File: config.mk
export PLATFORM = sky130hd
export DESIGN_NAME = usbclk_req_ctrl
export DESIGN_NICKNAME = d
export VERILOG_FILES = /design/src/rtl/usbclk_pkg.sv /design/src/rtl/usbclk_hold_timer.sv /design/src/rtl/usbclk_sync.sv /design/src/rtl/usbclk_req_ctrl.sv
export SDC_FILE = /design/constraint.sdc
export NUM_CORES = 1
export LEC_CHECK = 0
export ABC_AREA = 1
export BUFFER_PORTS_ARGS = -buffer_cell sky130_fd_sc_hd__buf_2
export CORE_AREA = 2 2 39 41
export DETAILED_ROUTE_END_ITERATION = 6
export DIE_AREA = 0 0 41 43
export GPL_TIMING_DRIVEN = 0
export MAX_ROUTING_LAYER = met4
export PLACE_DENSITY = 0.64
export RECOVER_POWER = 50
export SETUP_SLACK_MARGIN = 0.15
export SYNTH_ARGS = -nofsm -noshare
export SYNTH_HDL_FRONTEND = slang
export SYNTH_HIERARCHICAL = 1
export SYNTH_SLANG_ARGS = --single-unit
export TNS_END_PERCENT = 100
File: constraint.sdc
create_clock -name clk -period 1.86 [get_ports clk]
set_input_delay 0.186 -clock clk [delete_from_list [all_inputs] [get_ports clk]]
set_output_delay 0.186 -clock clk [all_outputs]
set_load 0.02 [all_outputs]
File: src/rtl/usbclk_pkg.sv
package usbclk_pkg;

    typedef enum logic [1:0] {
        HST_RESET   = 2'b00,
        HST_RESUME  = 2'b01,
        HST_OPER    = 2'b10,
        HST_SUSPEND = 2'b11
    } host_fs_e;

    typedef struct packed {
        logic host48;
        logic ahb;
    } clk_dom_t;

    localparam int NUM_DMA_SRC = 2;
    localparam int DMA_DEV     = 0;
    localparam int DMA_HOST    = 1;

    function automatic logic host_wants_clk(host_fs_e st, logic resume, logic disc);
        return (st != HST_SUSPEND) || resume || disc;
    endfunction

endpackage

File: src/rtl/usbclk_hold_timer.sv
module usbclk_hold_timer #(
    parameter int HOLD_FRAMES = 2
) (
    input  logic clk,
    input  logic rst,
    input  logic access,
    input  logic frame_tick,
    output logic active
);
    localparam int CW = $clog2(HOLD_FRAMES + 1);
    localparam logic [CW-1:0] LOAD = CW'(HOLD_FRAMES);

    logic [CW-1:0] remain_q;

    always_ff @(posedge clk) begin
        if (rst)
            remain_q <= '0;
        else if (access)
            remain_q <= LOAD;
        else if (frame_tick && (remain_q != '0))
            remain_q <= remain_q - 1'b1;
    end

    assign active = (remain_q != '0);

    AST_HOLD_RELOAD: assert property (@(posedge clk) disable iff (rst)
        access |=> (remain_q == LOAD) && active);
    AST_HOLD_NO_EARLY_DROP: assert property (@(posedge clk) disable iff (rst)
        (active && !frame_tick && !access) |=> active);
    AST_HOLD_RANGE: assert property (@(posedge clk) disable iff (rst)
        remain_q <= LOAD);

endmodule

File: src/rtl/usbclk_sync.sv
module usbclk_sync #(
    parameter int STAGES = 2,
    parameter int WIDTH  = 2
) (
    input  logic             clk,
    input  logic             rst,
    input  logic [WIDTH-1:0] din,
    output logic [WIDTH-1:0] dout
);
    logic [WIDTH-1:0] stage_q [STAGES];

    always_ff @(posedge clk) begin
        if (rst) begin
            for (int i = 0; i < STAGES; i++) stage_q[i] <= '0;
        end else begin
            stage_q[0] <= din;
            for (int i = 1; i < STAGES; i++) stage_q[i] <= stage_q[i-1];
        end
    end

    assign dout = stage_q[STAGES-1];

endmodule

File: src/rtl/usbclk_req_ctrl.sv
module usbclk_req_ctrl
    import usbclk_pkg::*;
#(
    parameter int HOLD_FRAMES = 2,
    parameter int SYNC_STAGES = 2
) (
    input  logic       clk,
    input  logic       rst,
    input  logic       dev_dma_access,
    input  logic       host_dma_access,
    input  logic       frame_tick,
    input  logic [1:0] host_state,
    input  logic       bus_resume,
    input  logic       bus_disconnect,
    input  logic       sw_host_clk_en,
    input  logic       sw_ahb_clk_en,
    input  logic       wake_en,
    output logic       dev_dma_need,
    output logic       host_dma_need,
    output logic       host_need,
    output logic       host_clk_req,
    output logic       ahb_clk_req,
    output logic       host_clk_on,
    output logic       ahb_clk_on,
    output logic       need_clk,
    output logic       wake_pulse
);
    logic [NUM_DMA_SRC-1:0] dma_acc;
    logic [NUM_DMA_SRC-1:0] dma_hold;
    logic                   host_need_q;
    logic                   need_d_q;
    clk_dom_t               req_s;
    clk_dom_t               on_s;

    assign dma_acc[DMA_DEV]  = dev_dma_access;
    assign dma_acc[DMA_HOST] = host_dma_access;

    for (genvar g = 0; g < NUM_DMA_SRC; g++) begin : g_hold
        usbclk_hold_timer #(.HOLD_FRAMES(HOLD_FRAMES)) u_hold (
            .clk        (clk),
            .rst        (rst),
            .access     (dma_acc[g]),
            .frame_tick (frame_tick),
            .active     (dma_hold[g])
        );
    end

    always_ff @(posedge clk) begin
        if (rst) begin
            host_need_q <= 1'b0;
            need_d_q    <= 1'b0;
        end else begin
            host_need_q <= host_wants_clk(host_fs_e'(host_state), bus_resume, bus_disconnect);
            need_d_q    <= need_clk;
        end
    end

    assign dev_dma_need  = dma_hold[DMA_DEV];
    assign host_dma_need = dma_hold[DMA_HOST];
    assign host_need     = host_need_q;
    assign need_clk      = host_need_q | (|dma_hold);

    assign req_s.host48 = sw_host_clk_en | host_need_q;
    assign req_s.ahb    = sw_ahb_clk_en | (|dma_hold);
    assign host_clk_req = req_s.host48;
    assign ahb_clk_req  = req_s.ahb;

    usbclk_sync #(.STAGES(SYNC_STAGES), .WIDTH($bits(clk_dom_t))) u_sync (
        .clk  (clk),
        .rst  (rst),
        .din  (req_s),
        .dout (on_s)
    );

    assign host_clk_on = on_s.host48;
    assign ahb_clk_on  = on_s.ahb;

    assign wake_pulse = wake_en & need_clk & ~need_d_q;

    AST_HOST_AWAKE: assert property (@(posedge clk) disable iff (rst)
        (host_state != HST_SUSPEND) |=> host_need);
    AST_SUSP_OVERRIDE: assert property (@(posedge clk) disable iff (rst)
        ((host_state == HST_SUSPEND) && (bus_resume || bus_disconnect)) |=> host_need);
    AST_SUSP_QUIET: assert property (@(posedge clk) disable iff (rst)
        ((host_state == HST_SUSPEND) && !bus_resume && !bus_disconnect) |=> !host_need);
    AST_DMA_TO_AHB: assert property (@(posedge clk) disable iff (rst)
        (dev_dma_access || host_dma_access) |=> (ahb_clk_req && need_clk));
    AST_WAKE_SINGLE: assert property (@(posedge clk) disable iff (rst)
        wake_pulse |=> !wake_pulse);
    AST_WAKE_QUALIFIED: assert property (@(posedge clk) disable iff (rst)
        wake_pulse |-> (wake_en && need_clk));
    AST_NEED_HW_ONLY: assert property (@(posedge clk) disable iff (rst)
        (!host_need && !dev_dma_need && !host_dma_need) |-> !need_clk);
    AST_RESET_CLEARS: assert property (@(posedge clk)
        rst |=> (!need_clk && !host_clk_on && !ahb_clk_on));

endmodule

# After elaboration in Yosys (flattened, before gate mapping)
# Memories as Yosys holds them, arrays and structs flattened.
# Cells that the tools add are included.
dict set report totals {
  inputBits 12
  ramBits 4
  wordCells 38
  memories 1
  reg_bits 6
}
# memory depth word_bits rd rd_clocked_by_memory_dff wr line
set memory_table {}
lappend memory_table {u_sync.stage_q 2 2 2 0 2 usbclk_sync.sv:10} ;# logic [WIDTH-1:0] stage_q [STAGES];
dict set report classes {
  mux 9
  add_sub_neg 2
  reduce_logical 11
  n_bitwise 8
  eq_ne 1
}
# operator n
set ops {}
lappend ops {{$mux W2} 6}
lappend ops {{$reduce_bool A2 Y1} 4}
lappend ops {{$reduce_or A2 Y1} 3}
lappend ops {{$or A1 B1 Y1} 5}
lappend ops {{$sub A2 B1 Y2 const B} 2}
lappend ops {{$mux W1} 3}
lappend ops {{$and A1 B1 Y1} 2}
lappend ops {{$logic_and A1 B1 Y1} 2}
lappend ops {{$logic_or A1 B1 Y1} 2}
lappend ops {{$ne A2 B2 Y1 const B} 1}
lappend ops {{$not A1 Y1} 1}

# Depth between registers and ports, before layout
dict set report depth {
  ltp_word 5
  ltp_mapped 8
  depth_no_buf 8
}

# Hierarchy
# Netlist, hierarchy kept.
# mod instances cells_per_inst seq_area_each_um2 area_per_inst_um2
set modules_own_cells {}
lappend modules_own_cells {usbclk_hold_timer 2 19 40.0 120.1}
lappend modules_own_cells {usbclk_sync 1 14 80.1 125.1}
lappend modules_own_cells {usbclk_req_ctrl 1 16 40.0 101.3}

# Least setup slack after synthesis
# Ideal clock, no wire load.
dict set report synth_timing {
  path_kind {register -> output}
  from {reg g_hold[1].u_hold.remain_q[0]}
  to {out wake_pulse}
  arrival_time_ps 1116
  path_slack_ps 558
  stages_incl_launch_ff 6
  n_path_buf 0
  path_cell_list {dfxtp_1 inv_1 ha_1 inv_2 nor2_2 a21oi_1}
}
dict set report synth_via {
  elab_chain_cells 5
}
# element line
set synth_lines {}
lappend synth_lines {{start: declaration} usbclk_hold_timer.sv:13} ;# logic [CW-1:0] remain_q;
lappend synth_lines {{start signal: assignment} usbclk_hold_timer.sv:21} ;# remain_q <= remain_q - 1'b1;
lappend synth_lines {{$reduce_bool A2 Y1} usbclk_hold_timer.sv:24} ;# assign active = (remain_q != '0);
lappend synth_lines {{named net host_dma_need} usbclk_req_ctrl.sv:19} ;# output logic host_dma_need,
lappend synth_lines {{$reduce_or A2 Y1} usbclk_req_ctrl.sv:61} ;# assign need_clk = host_need_q | (|dma_hold);
lappend synth_lines {{$or A1 B1 Y1} usbclk_req_ctrl.sv:61}
lappend synth_lines {{$and A1 B1 Y1 (2 in a row)} usbclk_req_ctrl.sv:78} ;# assign wake_pulse = wake_en & need_clk & ~need_d_q;
lappend synth_lines {{end: declaration} usbclk_req_ctrl.sv:26} ;# output logic wake_pulse
# The timed path passes the listed nets, and every way through them passes these cells.

# Worst setup path after layout
dict set report layout_timing {
  from {reg g_hold[0].u_hold.remain_q[0]}
  to {out wake_pulse}
}
dict set report layout_via {
  elab_chain_cells 5
}
# element line
set layout_lines {}
lappend layout_lines {{start: declaration} usbclk_hold_timer.sv:13}
lappend layout_lines {{start signal: assignment} usbclk_hold_timer.sv:21}
lappend layout_lines {{$reduce_bool A2 Y1} usbclk_hold_timer.sv:24}
lappend layout_lines {{$reduce_or A2 Y1} usbclk_req_ctrl.sv:61}
lappend layout_lines {{$or A1 B1 Y1} usbclk_req_ctrl.sv:61}
lappend layout_lines {{$and A1 B1 Y1 (2 in a row)} usbclk_req_ctrl.sv:78}
# Every way passes these cells.

==> results.sh <==
export IMPL_fin_crit_sh_pct=82.0
export IMPL_post_cts_buffers=0
export IMPL_ff2ff_setup_slack_ns=0.76
export IMPL_syn_num_nets=82
export IMPL_drv_cap=0
export IMPL_antenna_left=0
export IMPL_dp_hpwl_um=622
export IMPL_synthDistinctLibCells=12
export IMPL_num_rows=14
export IMPL_drc=0
export IMPL_clockRootBuffer="clkbuf_4"
export IMPL_whs_ns=0.164
export IMPL_slew_violations=0
export IMPL_ios=21
export IMPL_place_congestion=0.758
export IMPL_reg2reg_depth=8
export IMPL_crit_slowest_cell="dfxtp_1"
export IMPL_min_period_ns=1.52
export IMPL_core_area_um2=1380
export IMPL_reg2reg_to="g_hold[0].u_hold/remain_q[1]$_SDFFE_PP0P_"
export IMPL_grt_pass1_vias=296
export IMPL_die_width_um=41
export IMPL_cts_hold_buf=0
export IMPL_fin_skew_ns=0.00165
export IMPL_vias_per_cell=4.09
export IMPL_grt_start_max_net_pins=9
export IMPL_p_per_area_nw_per_um2=791
export IMPL_fin_area_um2=606
export IMPL_layout_drive_gt1_share_pct=27.5
export IMPL_synth_top_area_share_pct=42.9
export IMPL_seqPwrFrac_pct=48.8
export IMPL_grt_ovfl_total=0
export IMPL_antenna_cells=0
export IMPL_antenna_found_initial=0
export IMPL_fin_nets=107
export IMPL_synth_top_area_cell="dfxtp_1"
export IMPL_syn_avg_cell_area_um2=6.86
export IMPL_drtPass1Iterations=4
export IMPL_post_dp_cell_area_um2=587
export IMPL_start_kind="flop"
export IMPL_ys_ff_latch=10
export IMPL_area_delta_synth_final_pct=29.8
export IMPL_worstMarginPinSlew_ns=0.248
export IMPL_yosysSeqAreaShare_pct=42.9
export IMPL_tritoncts="built"
export IMPL_cts_resized=0
export IMPL_cpMostUsedCell="inv_1"
export IMPL_vias=438
export IMPL_portBuffers=20
export IMPL_crit_type="reg2out"
export IMPL_wire_per_inst_um=7.50
export IMPL_clock_sinks=10
export IMPL_final_hold_violation_count=0
export IMPL_clockBufferDepth=2
export IMPL_hold_end="g_hold[1].u_hold/remain_q[0]$_SDFFE_PP0P_"
export IMPL_cp_end_kind="output port"
export IMPL_setup_violations=0
export IMPL_grtUsageTotal_pct=9.50
export IMPL_p_sw_uw=136
export IMPL_critPathBufInv=3
export IMPL_clk_pin_slew_ns=0.06
export IMPL_die_area_um2=1760
export IMPL_final_util_pct=43.8
export IMPL_cts_inserted_buffers=3
export IMPL_yosys_top_cells_area="dfxtp_1 43%, inv_1 16%, nand2_1 9.7%"
export IMPL_die_h_um=43
export IMPL_htree_levels=1
export IMPL_tns_ns=0
export IMPL_internal_power_uw=343
export IMPL_initial_core_util_pct=33.7
export IMPL_placed_cells=104
export IMPL_max_slew_margin_rel_pct=83.5
export IMPL_reg2reg_from="g_hold[0].u_hold/remain_q[0]$_SDFFE_PP0P_"
export IMPL_worstPathCellList="inv_1 -> ha_1 -> inv_1 -> nor2_2 -> a21oi_1 -> buf_2"
export IMPL_syn_cell_area_um2=467
export IMPL_status="completed"
export IMPL_min_delay_start="host_dma_access"
export IMPL_hold_class="in2reg"
export IMPL_wl_um=803
export IMPL_clock_fmax_mhz=656
export IMPL_switching_share_pct=28.4
export IMPL_cp_top_family="buffers and inverters"
export IMPL_power_leakage_uw=0.000361
export IMPL_clkLatencyLatePin_ns=0.25
export IMPL_cp_max_fo=5
export IMPL_clkPwrFrac_pct=29.6
export IMPL_syn_instance_count=68
export IMPL_grt_pass1_wl_mm=1.08
export IMPL_first_iter_violations=15
export IMPL_rsz0062_at_grt="no"
export IMPL_layout_cells_non_filler=107
export IMPL_ys_warnings_count=6
export IMPL_combPwrFrac_pct=21.6
export IMPL_required_ns=1.67
export IMPL_vdd_drop_max_mv=0.337
export IMPL_min_path_cells=4
export IMPL_max_stage_delay_ns=0.33
export IMPL_cp_arrival_ns=1.34
## worst max-delay path by stage
| stage | from | end | slack (ns) | depth (start not counted) |
|---|---|---|---|---|
| after floorplan | g_hold[1].u_hold/remain_q[0]$_SDFFE_PP0P_ | wake_pulse | 0.56 | 5 |
| after global placement | g_hold[1].u_hold/remain_q[0]$_SDFFE_PP0P_ | wake_pulse | 0.67 | 6 |
| after detailed placement | g_hold[1].u_hold/remain_q[0]$_SDFFE_PP0P_ | ahb_clk_req | 0.66 | 6 |
| after CTS | g_hold[1].u_hold/remain_q[0]$_SDFFE_PP0P_ | wake_pulse | 0.37 | 6 |
| after global routing | g_hold[1].u_hold/remain_q[0]$_SDFFE_PP0P_ | wake_pulse | 0.19 | 6 |
| final | g_hold[0].u_hold/remain_q[0]$_SDFFE_PP0P_ | wake_pulse | 0.34 | 6 |
## tightest hold or removal path: stages
cell	delay (ns)
buf_2	0.07
inv_1	0.04
nand2_1	0.05
a21oi_1	0.03
## through the flow
| step | worst slack [ns] | total power, uW |
|---|---|---|
| after floorplan | 0.558 | 309 |
| final | 0.335 | 479 |
| after global routing | 0.188 | 510 |
| after global placement | 0.670 | 343 |
| after CTS | 0.372 | 490 |
| after detailed placement | 0.665 | 346 |
## layout make-up
type | instances | area (um2)
flip-flops and latches | 10 | 200
plain buffers | 2 | 15.0
well taps | 16 | 20.0
multi-input cells | 34 | 169
repair buffers | 20 | 96.3
inverters | 22 | 82.6
clock buffers | 3 | 22.5
fillers | 160 | 778
## state kept, by name, summed over array words and instances (netlist names)
signal / cells
g_hold.u_hold/remain_q: 4
host_need: 1
u_sync/stage_q: 4
need_d_q: 1
## cells by family (layout without fill, tap and decap cells)
family / count (synthesis) / in the layout / share of synthesized area, %
adders and majority gates: 2 / 2 / 5.36
buffers and inverters: 24 / 47 / 20.9
AOI/OAI and AO/OA: 5 / 5 / 5.36
and+or+nand+nor: 27 / 27 / 25.5
DFF: 10 / 10 / 42.9
## cell usage in the layout, fill, tap and decap left out, drive strengths merged
master / count
inv: 22
buf: 19
nand2: 14
dfxtp: 10
nand3: 6
nor2: 6
clkbuf: 6
a21oi: 5
ha: 2
or2: 1
## Yosys cell counts
cell and instances:
inv_1 20, nand2_1 12, dfxtp_1 10, nand3_1 6, a21oi_1 5, nor2_1 5
buf_4 2, ha_1 2, inv_2 2, nand2_2 2, nor2_2 1, or2_1 1
## layer usage
metal / routed length (um) / share of wire [%] / vias up / global-route usage (%)
li1: - / - / 242 / -
met1: 387 / 48 / 186 / 12.1
met2: 382 / 48 / 10 / 12.5
met3: 34 / 4.2 / 0 / 1.57
met4: 0 / 0 / 0 / 8.00
met5: 0 / 0 / - / -
## power groups by stage
stage                     Combinational (uW)  Sequential [uW]  Clock, uW
final                                    104              234        142
after CTS                                108              234        149
after global routing                     117              236        158
after global placement                   105              238          0
after detailed placement                 107              239          0
after floorplan                         69.9              239          0
Note: power is estimated with default switching activity, not from simulation.
